**config.mk**
```make
export PLATFORM = sky130hd
export DESIGN_NAME = afilt_mode_ctrl
export DESIGN_NICKNAME = d
export VERILOG_FILES = /design/src/rtl/afilt_pkg.sv /design/src/rtl/afilt_mode_reg.sv /design/src/rtl/afilt_section_bank.sv /design/src/rtl/afilt_accept_gate.sv /design/src/rtl/afilt_mode_ctrl.sv
export SDC_FILE = /design/constraint.sdc
export NUM_CORES = 1
export LEC_CHECK = 0
export ABC_AREA = 1
export BUFFER_PORTS_ARGS = -buffer_cell sky130_fd_sc_hd__buf_2
export CAP_MARGIN = 30
export CELL_PAD_IN_SITES_DETAIL_PLACEMENT = 0
export CELL_PAD_IN_SITES_GLOBAL_PLACEMENT = 1
export CORE_ASPECT_RATIO = 0.7
export CORE_UTILIZATION = 35
export DETAILED_ROUTE_END_ITERATION = 16
export MAX_ROUTING_LAYER = met4
export PLACE_DENSITY_LB_ADDON = 0.1
export SYNTH_ARGS = -nofsm -noshare
export SYNTH_HDL_FRONTEND = slang
export SYNTH_SLANG_ARGS = --single-unit
```
**constraint.sdc**
```tcl
create_clock -name clk -period 3.4 [get_ports clk]
set_clock_uncertainty 0.05 [all_clocks]
set_input_delay 0.51 -clock clk [delete_from_list [all_inputs] [get_ports clk]]
set_output_delay 0.51 -clock clk [all_outputs]
set_load 0.01 [all_outputs]
```
**src/rtl/afilt_pkg.sv**
```systemverilog
package afilt_pkg;
  localparam int MODE_BITS = 3;

  // Packed so that bit 0 is off, bit 1 is bypass, bit 2 is fullcan.
  typedef struct packed {
    logic fullcan;
    logic bypass;
    logic off;
  } afilt_mode_t;

  localparam afilt_mode_t MODE_RESET = '{fullcan: 1'b0, bypass: 1'b0, off: 1'b1};

  function automatic logic sections_open(input afilt_mode_t m);
    return m.off | m.bypass;
  endfunction
endpackage

```
**src/rtl/afilt_mode_reg.sv**
```systemverilog
module afilt_mode_reg
  import afilt_pkg::*;
(
  input  logic                 clk,
  input  logic                 rst,
  input  logic                 wr_en,
  input  logic [MODE_BITS-1:0] wr_bits,
  input  logic                 force_off,
  output afilt_mode_t          mode_q
);

  always_ff @(posedge clk) begin
    if (rst) begin
      mode_q <= MODE_RESET;
    end else begin
      if (wr_en)
        mode_q <= afilt_mode_t'(wr_bits);
      if (force_off)
        mode_q.off <= 1'b1;
    end
  end


  force_off_chk: assert property (@(posedge clk) disable iff (rst)
    force_off |=> mode_q.off);


  mode_load_chk: assert property (@(posedge clk) disable iff (rst)
    (wr_en && !force_off) |=> (mode_q == afilt_mode_t'($past(wr_bits))));


  mode_hold_chk: assert property (@(posedge clk) disable iff (rst)
    (!wr_en && !force_off) |=> $stable(mode_q));

endmodule

```
**src/rtl/afilt_section_bank.sv**
```systemverilog
module afilt_section_bank #(
  parameter int NUM_SEC = 5,
  parameter int SEC_W   = 10,
  parameter int IDX_W   = 3
) (
  input  logic                     clk,
  input  logic                     rst,
  input  logic                     wr_en,
  input  logic [IDX_W-1:0]         wr_idx,
  input  logic [SEC_W-1:0]         wr_val,
  input  logic                     wr_open,
  output logic [NUM_SEC*SEC_W-1:0] sec_flat
);

  logic [SEC_W-1:0] sec_q [NUM_SEC];

  for (genvar g = 0; g < NUM_SEC; g++) begin : g_sec
    always_ff @(posedge clk) begin
      if (rst)
        sec_q[g] <= '0;
      else if (wr_en && wr_open && (wr_idx == IDX_W'(g)))
        sec_q[g] <= wr_val;
    end

    assign sec_flat[g*SEC_W +: SEC_W] = sec_q[g];


    sec_store_chk: assert property (@(posedge clk) disable iff (rst)
      (wr_en && wr_open && (wr_idx == IDX_W'(g))) |=> (sec_flat[g*SEC_W +: SEC_W] == $past(wr_val)));
  end


  blocked_write_chk: assert property (@(posedge clk) disable iff (rst)
    (wr_en && !wr_open) |=> $stable(sec_flat));

endmodule

```
**src/rtl/afilt_accept_gate.sv**
```systemverilog
module afilt_accept_gate (
  input  logic clk,
  input  logic rst,
  input  logic off,
  input  logic bypass,
  input  logic rx_valid,
  input  logic search_hit,
  output logic rx_accept,
  output logic engine_halt
);

  always_comb begin
    if (!rx_valid)
      rx_accept = 1'b0;
    else if (bypass)
      rx_accept = 1'b1;
    else if (off)
      rx_accept = 1'b0;
    else
      rx_accept = search_hit;
  end

  assign engine_halt = off | bypass;


  off_drop_chk: assert property (@(posedge clk) disable iff (rst)
    (off && !bypass) |-> !rx_accept);


  bypass_pass_chk: assert property (@(posedge clk) disable iff (rst)
    (bypass && rx_valid) |-> rx_accept);


  idle_chk: assert property (@(posedge clk) disable iff (rst)
    !rx_valid |-> !rx_accept);

endmodule

```
**src/rtl/afilt_mode_ctrl.sv**
```systemverilog
module afilt_mode_ctrl
  import afilt_pkg::*;
#(
  parameter int ADDR_W  = 3,
  parameter int DATA_W  = 32,
  parameter int NUM_SEC = 5,
  parameter int SEC_W   = 10
) (
  input  logic                     clk,
  input  logic                     rst,
  input  logic [ADDR_W-1:0]        bus_addr,
  input  logic                     bus_wr,
  input  logic                     bus_rd,
  input  logic [DATA_W-1:0]        bus_wdata,
  output logic [DATA_W-1:0]        bus_rdata,
  input  logic                     force_off,
  input  logic                     rx_valid,
  input  logic                     search_hit,
  output logic                     rx_accept,
  output logic                     engine_halt,
  output logic                     fullcan_en,
  output logic [NUM_SEC*SEC_W-1:0] sec_bounds
);

  localparam int IDX_W = (NUM_SEC > 1) ? $clog2(NUM_SEC) : 1;

  afilt_mode_t            mode_q;
  logic                   mode_sel;
  logic                   sec_sel;
  logic [ADDR_W-1:0]      sec_off;
  logic [IDX_W-1:0]       sec_idx;
  logic [DATA_W-1:0]      rd_word;
  logic                   unused_wdata;

  assign unused_wdata = ^bus_wdata[DATA_W-1:SEC_W];

  assign mode_sel = (bus_addr == '0);
  assign sec_sel  = (bus_addr != '0) && (bus_addr <= ADDR_W'(NUM_SEC));
  assign sec_off  = bus_addr - ADDR_W'(1);
  assign sec_idx  = sec_off[IDX_W-1:0];

  afilt_mode_reg u_mode (
    .clk      (clk),
    .rst      (rst),
    .wr_en    (bus_wr && mode_sel),
    .wr_bits  (bus_wdata[MODE_BITS-1:0]),
    .force_off(force_off),
    .mode_q   (mode_q)
  );

  afilt_section_bank #(
    .NUM_SEC(NUM_SEC),
    .SEC_W  (SEC_W),
    .IDX_W  (IDX_W)
  ) u_sec (
    .clk     (clk),
    .rst     (rst),
    .wr_en   (bus_wr && sec_sel),
    .wr_idx  (sec_idx),
    .wr_val  (bus_wdata[SEC_W-1:0]),
    .wr_open (sections_open(mode_q)),
    .sec_flat(sec_bounds)
  );

  afilt_accept_gate u_gate (
    .clk        (clk),
    .rst        (rst),
    .off        (mode_q.off),
    .bypass     (mode_q.bypass),
    .rx_valid   (rx_valid),
    .search_hit (search_hit),
    .rx_accept  (rx_accept),
    .engine_halt(engine_halt)
  );

  assign fullcan_en = mode_q.fullcan;

  always_comb begin
    rd_word = '0;
    if (mode_sel)
      rd_word[MODE_BITS-1:0] = mode_q;
    else if (sec_sel)
      rd_word[SEC_W-1:0] = sec_bounds[int'(sec_idx)*SEC_W +: SEC_W];
  end

  always_ff @(posedge clk) begin
    if (rst)
      bus_rdata <= '0;
    else if (bus_rd)
      bus_rdata <= rd_word;
  end


  unmapped_read_chk: assert property (@(posedge clk) disable iff (rst)
    (bus_rd && (bus_addr > ADDR_W'(NUM_SEC))) |=> (bus_rdata == '0));


  rdata_hold_chk: assert property (@(posedge clk) disable iff (rst)
    !bus_rd |=> $stable(bus_rdata));


  rdata_upper_chk: assert property (@(posedge clk) disable iff (rst)
    bus_rdata[DATA_W-1:SEC_W] == '0);


  halt_track_chk: assert property (@(posedge clk) disable iff (rst)
    (bus_wr && mode_sel && !force_off && (bus_wdata[1:0] == 2'b00)) |=> !engine_halt);

endmodule

```
# Word level (Yosys, flattened, before mapping)
# Memories as Yosys holds them, arrays and structs flattened.
# Index checks and enable logic that the tools add are counted.
totals:
  ff_bits: 13
  latch_bits: 0
  ram_bits: 50
  mem_bits_ro: 0
  input_bits: 42
  output_inout_bits: 85
  word_cells: 60
  n_memories: 1
op_classes:
  add_sub_neg: 1
  mul: 1
  n_div: 0
  magnitude_cmp: 1
  eq_ne: 4
  shift: 1
  mux: 28
  n_bitwise: 6
  n_reduce_logical: 13
memory_table:
  columns: ["memory", "depth", "word_bits", "rd", "rd_clocked_by_memory_dff", "write_ports", "line", "source"]
  rows:
  - ["u_sec.sec_q", 5, 10, 5, 0, 5, "afilt_section_bank.sv:15", "logic [SEC_W-1:0] sec_q [NUM_SEC];"]
ops:
  columns: ["cell", "n"]
  rows:
  - ["10-bit two-way mux", 6]
  - ["50-bit by 8-bit variable part select with 10-bit output", 1]
  - ["1-bit two-way mux", 20]
  - ["1-bit logical AND", 9]
  - ["7-bit two-way mux", 1]
  - ["3-bit by 2-bit == test with 1-bit output (second input constant)", 2]
  - ["3-bit zero test", 2]
  - ["3-bit by 3-bit multiplier with 6-bit output (second input constant)", 1]
  - ["1-bit bitwise OR", 6]
  - ["3-bit by 1-bit == test with 1-bit output (second input constant)", 1]
  - ["3-bit == test (second input constant)", 1]
  - ["3-bit <= comparator (second input constant)", 1]
  - ["3-bit two-way mux", 1]
  - ["3-bit nonzero test", 1]
  - ["3-bit by 1-bit subtractor with 3-bit output (second input constant)", 1]
  - ["2-bit OR reduction", 1]

# Logic depth before layout (Yosys ltp)
depth:
  word_depth: 9
  depth_mapped: 10
  depth_no_buf: 10

# Modules after synthesis
# A second synthesis with hierarchy kept.
unflattened:
  hier_cells: 386
  area_unflattened_um2: 3264.4
modules_own_cells:
  columns: ["mod", "instances", "cells_each", "area_each_um2"]
  rows:
  - ["afilt_section_bank", 1, 135, 1919.3]
  - ["afilt_mode_ctrl", 1, 226, 1193.6]
  - ["afilt_mode_reg", 1, 19, 121.4]
  - ["afilt_accept_gate", 1, 6, 30.0]

# Least setup slack after synthesis
# No wires, ideal clock.
synth_path:
  path_kind: "in2reg"
  from: "in bus_addr[0]"
  to: "mem u_sec.sec_q[4][0], enable pin"
  arrival_ps: 2109
  t_required_ps: 2959
  setup_slack_ps: 850
  cell_stages: 6
  cell_sequence: "inv_2 -> buf_2 -> ha_1 -> ha_1 -> nand2_1 -> o21ai_0"
synth_lines:
  columns: ["item", "line", "source"]
  rows:
  - ["start, declared", "afilt_mode_ctrl.sv:11", "input logic [ADDR_W-1:0] bus_addr,"]
  - ["end, declared", "afilt_section_bank.sv:15", null]

# Worst setup path in the final report
layout_path:
  from: "in bus_addr[0]"
  to: "reg bus_rdata[6]"
layout_via:
  elab_chain_len: 5
  word_cells_on_any_way: 9
layout_rtl:
  columns: ["item", "line", "source"]
  rows:
  - ["3-bit by 1-bit subtractor with 3-bit output", "afilt_mode_ctrl.sv:39", "assign sec_off = bus_addr - ADDR_W'(1);"]
  - ["3-bit by 3-bit multiplier with 6-bit output", "afilt_mode_ctrl.sv:83", "rd_word[SEC_W-1:0] = sec_bounds[int'(sec_idx)*SEC_W +: SEC_W];"]
  - ["50-bit by 8-bit variable part select with 10-bit output", "afilt_mode_ctrl.sv:83", null]
  - ["10-bit two-way mux", "afilt_mode_ctrl.sv:82", "else if (sec_sel)"]
  - ["7-bit two-way mux *", "afilt_mode_ctrl.sv:80", "if (mode_sel)"]
  - ["end signal, assigned", "afilt_mode_ctrl.sv:90", "bus_rdata <= rd_word;"]
  - ["end, declared", "afilt_mode_ctrl.sv:15", "output logic [DATA_W-1:0] bus_rdata,"]
# Every way passes the cells marked *; elsewhere a longest branch is shown, timed or not.
# A chain may end at the register's enable or synchronous reset.

==> run metrics <==
outcome finished, final reports clean; GR Overflow Total 0; Initial Util 0.370; Synth top area share 0.469; leakage power 1.90 nW; IO Count 127; # port buffers 82; # DRC 0; most frequent cells after synthesis nand2_1 (98), nor2_1 (71), edfxtp_1 (50); Mapped Cells 370; # resized after CTS 0; Placer Congestion 0.804; Peak Freq 0.443 GHz; r2r setup slk 1760 ps; Syn Std Cell Area 3200 sq um; Longest Clk Path Bufs 2; sequential-to-total area share from yosys stat 0.551; root buffer cell clkbuf_16; Critical Path Start bus_addr[0]; Clk Latency, worst-skew pair 330 ps; n_diodes 0; WP data required 3610 ps; Pre-antenna DRT Iters 4; Worst Path Arrival 2470 ps; Routed WL 9020 um; Seq cells post-synth 63; vias per cell 4.55; CTS H-Tree Depth 3; Reg2Reg Depth 6; vias in the first global route 2,382; Hold/Removal Path Class in2reg; Routed Antenna Nets 0; chip height 82.0 um; final worst path period need 2260 ps; warnings from Yosys 0; Mean Syn Cell Area 8.64 sq um; peak supply drop 267 uV; EDFF count, synth 50; PD cells 514 nW/um^2; DR iter-0 viols 268; RR Startpoint u_mode.mode_q[0]; CTS tree built; total CTS buffers 9; crit path launch type input pin; Die ar. 9530 sq um; pre-CTS setup slack 807 ps; count of endpoints failing setup in the final report 0; Critical path destination bus_rdata[6]; CTS Hold Buffers Added 0; layout cell share with drive strength beyond 1 0.234; initial antenna violation count 0; Post-synth ARST share 0; synth top area cells edfxtp_1 (47%), nand2_1 (12%), nor2_1 (8.3%); RR Endpoint u_sec.sec_q[0][0]; post-synth cell types 20; global-route wire length before repair 13,300 um; nets@finish 504; largest net degree at the start of global routing 29; WL per Instance 15.5 um; Hold Violations, Final 0; RSZ-0062 raised after global routing false; crit end category flip-flop; Synth Flop Type edfxtp_1; clk slew on worst S/H paths 50 ps; Fin Setup TNS 0 ps; setup bufs post-CTS 0; crit share post-route 0.664; Final Max Tran Viols 0; area growth from synthesis to layout 23.0%; row count 28; count leader, synth nand2_1; GRT Total Usage 0.207; WS Path Type in2reg; HPWL Detailed 6780 um; maximum fanout along the worst path 23; vias after detailed routing 2,644; Setup WS post-layout 1140 ps; Fin Hold WS 345 ps; core area 8650 sq um; max_cap viols 0; area leader, netlist edfxtp_1; Sink Count 63; Die W 116 um
==> worst max-delay path: stages <==
cell and delay (ps):
buf_2 170, inv_2 50, buf_4 220, ha_1 540
clkinv_1 360, nand3_1 240, nand2_1 100, nand2_1 60
nand2_1 90, a21oi_1 120
==> layout by cell type (no fill, tap or decap) <==
cell	instances
a21boi_0	1
a21oi_1	12
buf_2	82
buf_4	4
bufinv_16	1
clkbuf_16	9
clkinv_1	7
clkinv_2	1
conb_1	22
dfxtp_1	13
edfxtp_1	50
ha_1	6
inv_1	31
inv_2	3
inv_4	1
nand2_1	98
nand2_2	3
nand3_1	32
nand3_4	4
nor2_1	71
o211ai_1	1
o21ai_0	9
==> layer usage <==
layer | share of wire | up-vias | wire length (um) | GRT usage
met4 | 0.0084 | 0 | 76 | 0.0462
met1 | 0.52 | 1224 | 4650 | 0.300
met3 | 0.075 | 8 | 676 | 0.0605
met2 | 0.40 | 98 | 3620 | 0.279
li1 | - | 1314 | - | -
met5 | 0 | - | 0 | -
==> stage by stage <==
| stage | cells | cell area [sq um] | total power [mW] | utilization |
|---|---|---|---|---|
| 6_report | 581 | 3930 | 2.02 | 0.455 |
| 5_1_grt | 581 | 3930 | 2.10 | 0.455 |
| 4_1_cts | 581 | 3930 | 2.04 | 0.455 |
| 3_5_place_dp | 565 | 3650 | 1.17 | 0.422 |
| 3_3_place_gp | 565 | 3650 | 1.17 | 0.422 |
| 2_1_floorplan | 391 | 3280 | 1.08 | - |
==> power breakdown <==
part           total [mW]  internal [mW]  switching, mW
Clock               0.865          0.552          0.313
Sequential          0.889          0.869         0.0196
Combinational       0.266         0.0783          0.188
==> logic make-up after synthesis <==
logic type	share of synthesized area
buffers and inverters	0.111
and+or+nand+nor	0.276
DFF	0.551
AOI/OAI and AO/OA	0.0376
other	0.00117
adders and majority gates	0.0235
==> worst min path at each step <==
stage               cells past startpoint          endpoint        startpoint
floorplan                               2  u_mode.mode_q[1]  u_mode.mode_q[1]
global placement                        2      bus_rdata[3]      bus_rdata[3]
detailed placement                      2      bus_rdata[6]      bus_rdata[6]
CTS                                     3  u_mode.mode_q[0]         force_off
global route                            3  u_mode.mode_q[0]         force_off
finish                                  3  u_mode.mode_q[0]         force_off
==> cell type report <==
cell class	instances	area (sq um)
clock buffer	9	225
clock inverter	7	53.8
fill	911	4720
inverter	37	141
multi-input combinational	259	1160
sequential	63	1760
tap	120	150
timing repair buffer	86	440
==> state kept, by name, summed over array words and instances, names as in the netlist <==
register,flops
u_mode.mode_q,3
bus_rdata,10
u_sec.sec_q,50
Note: power is estimated with default switching activity, not from simulation.
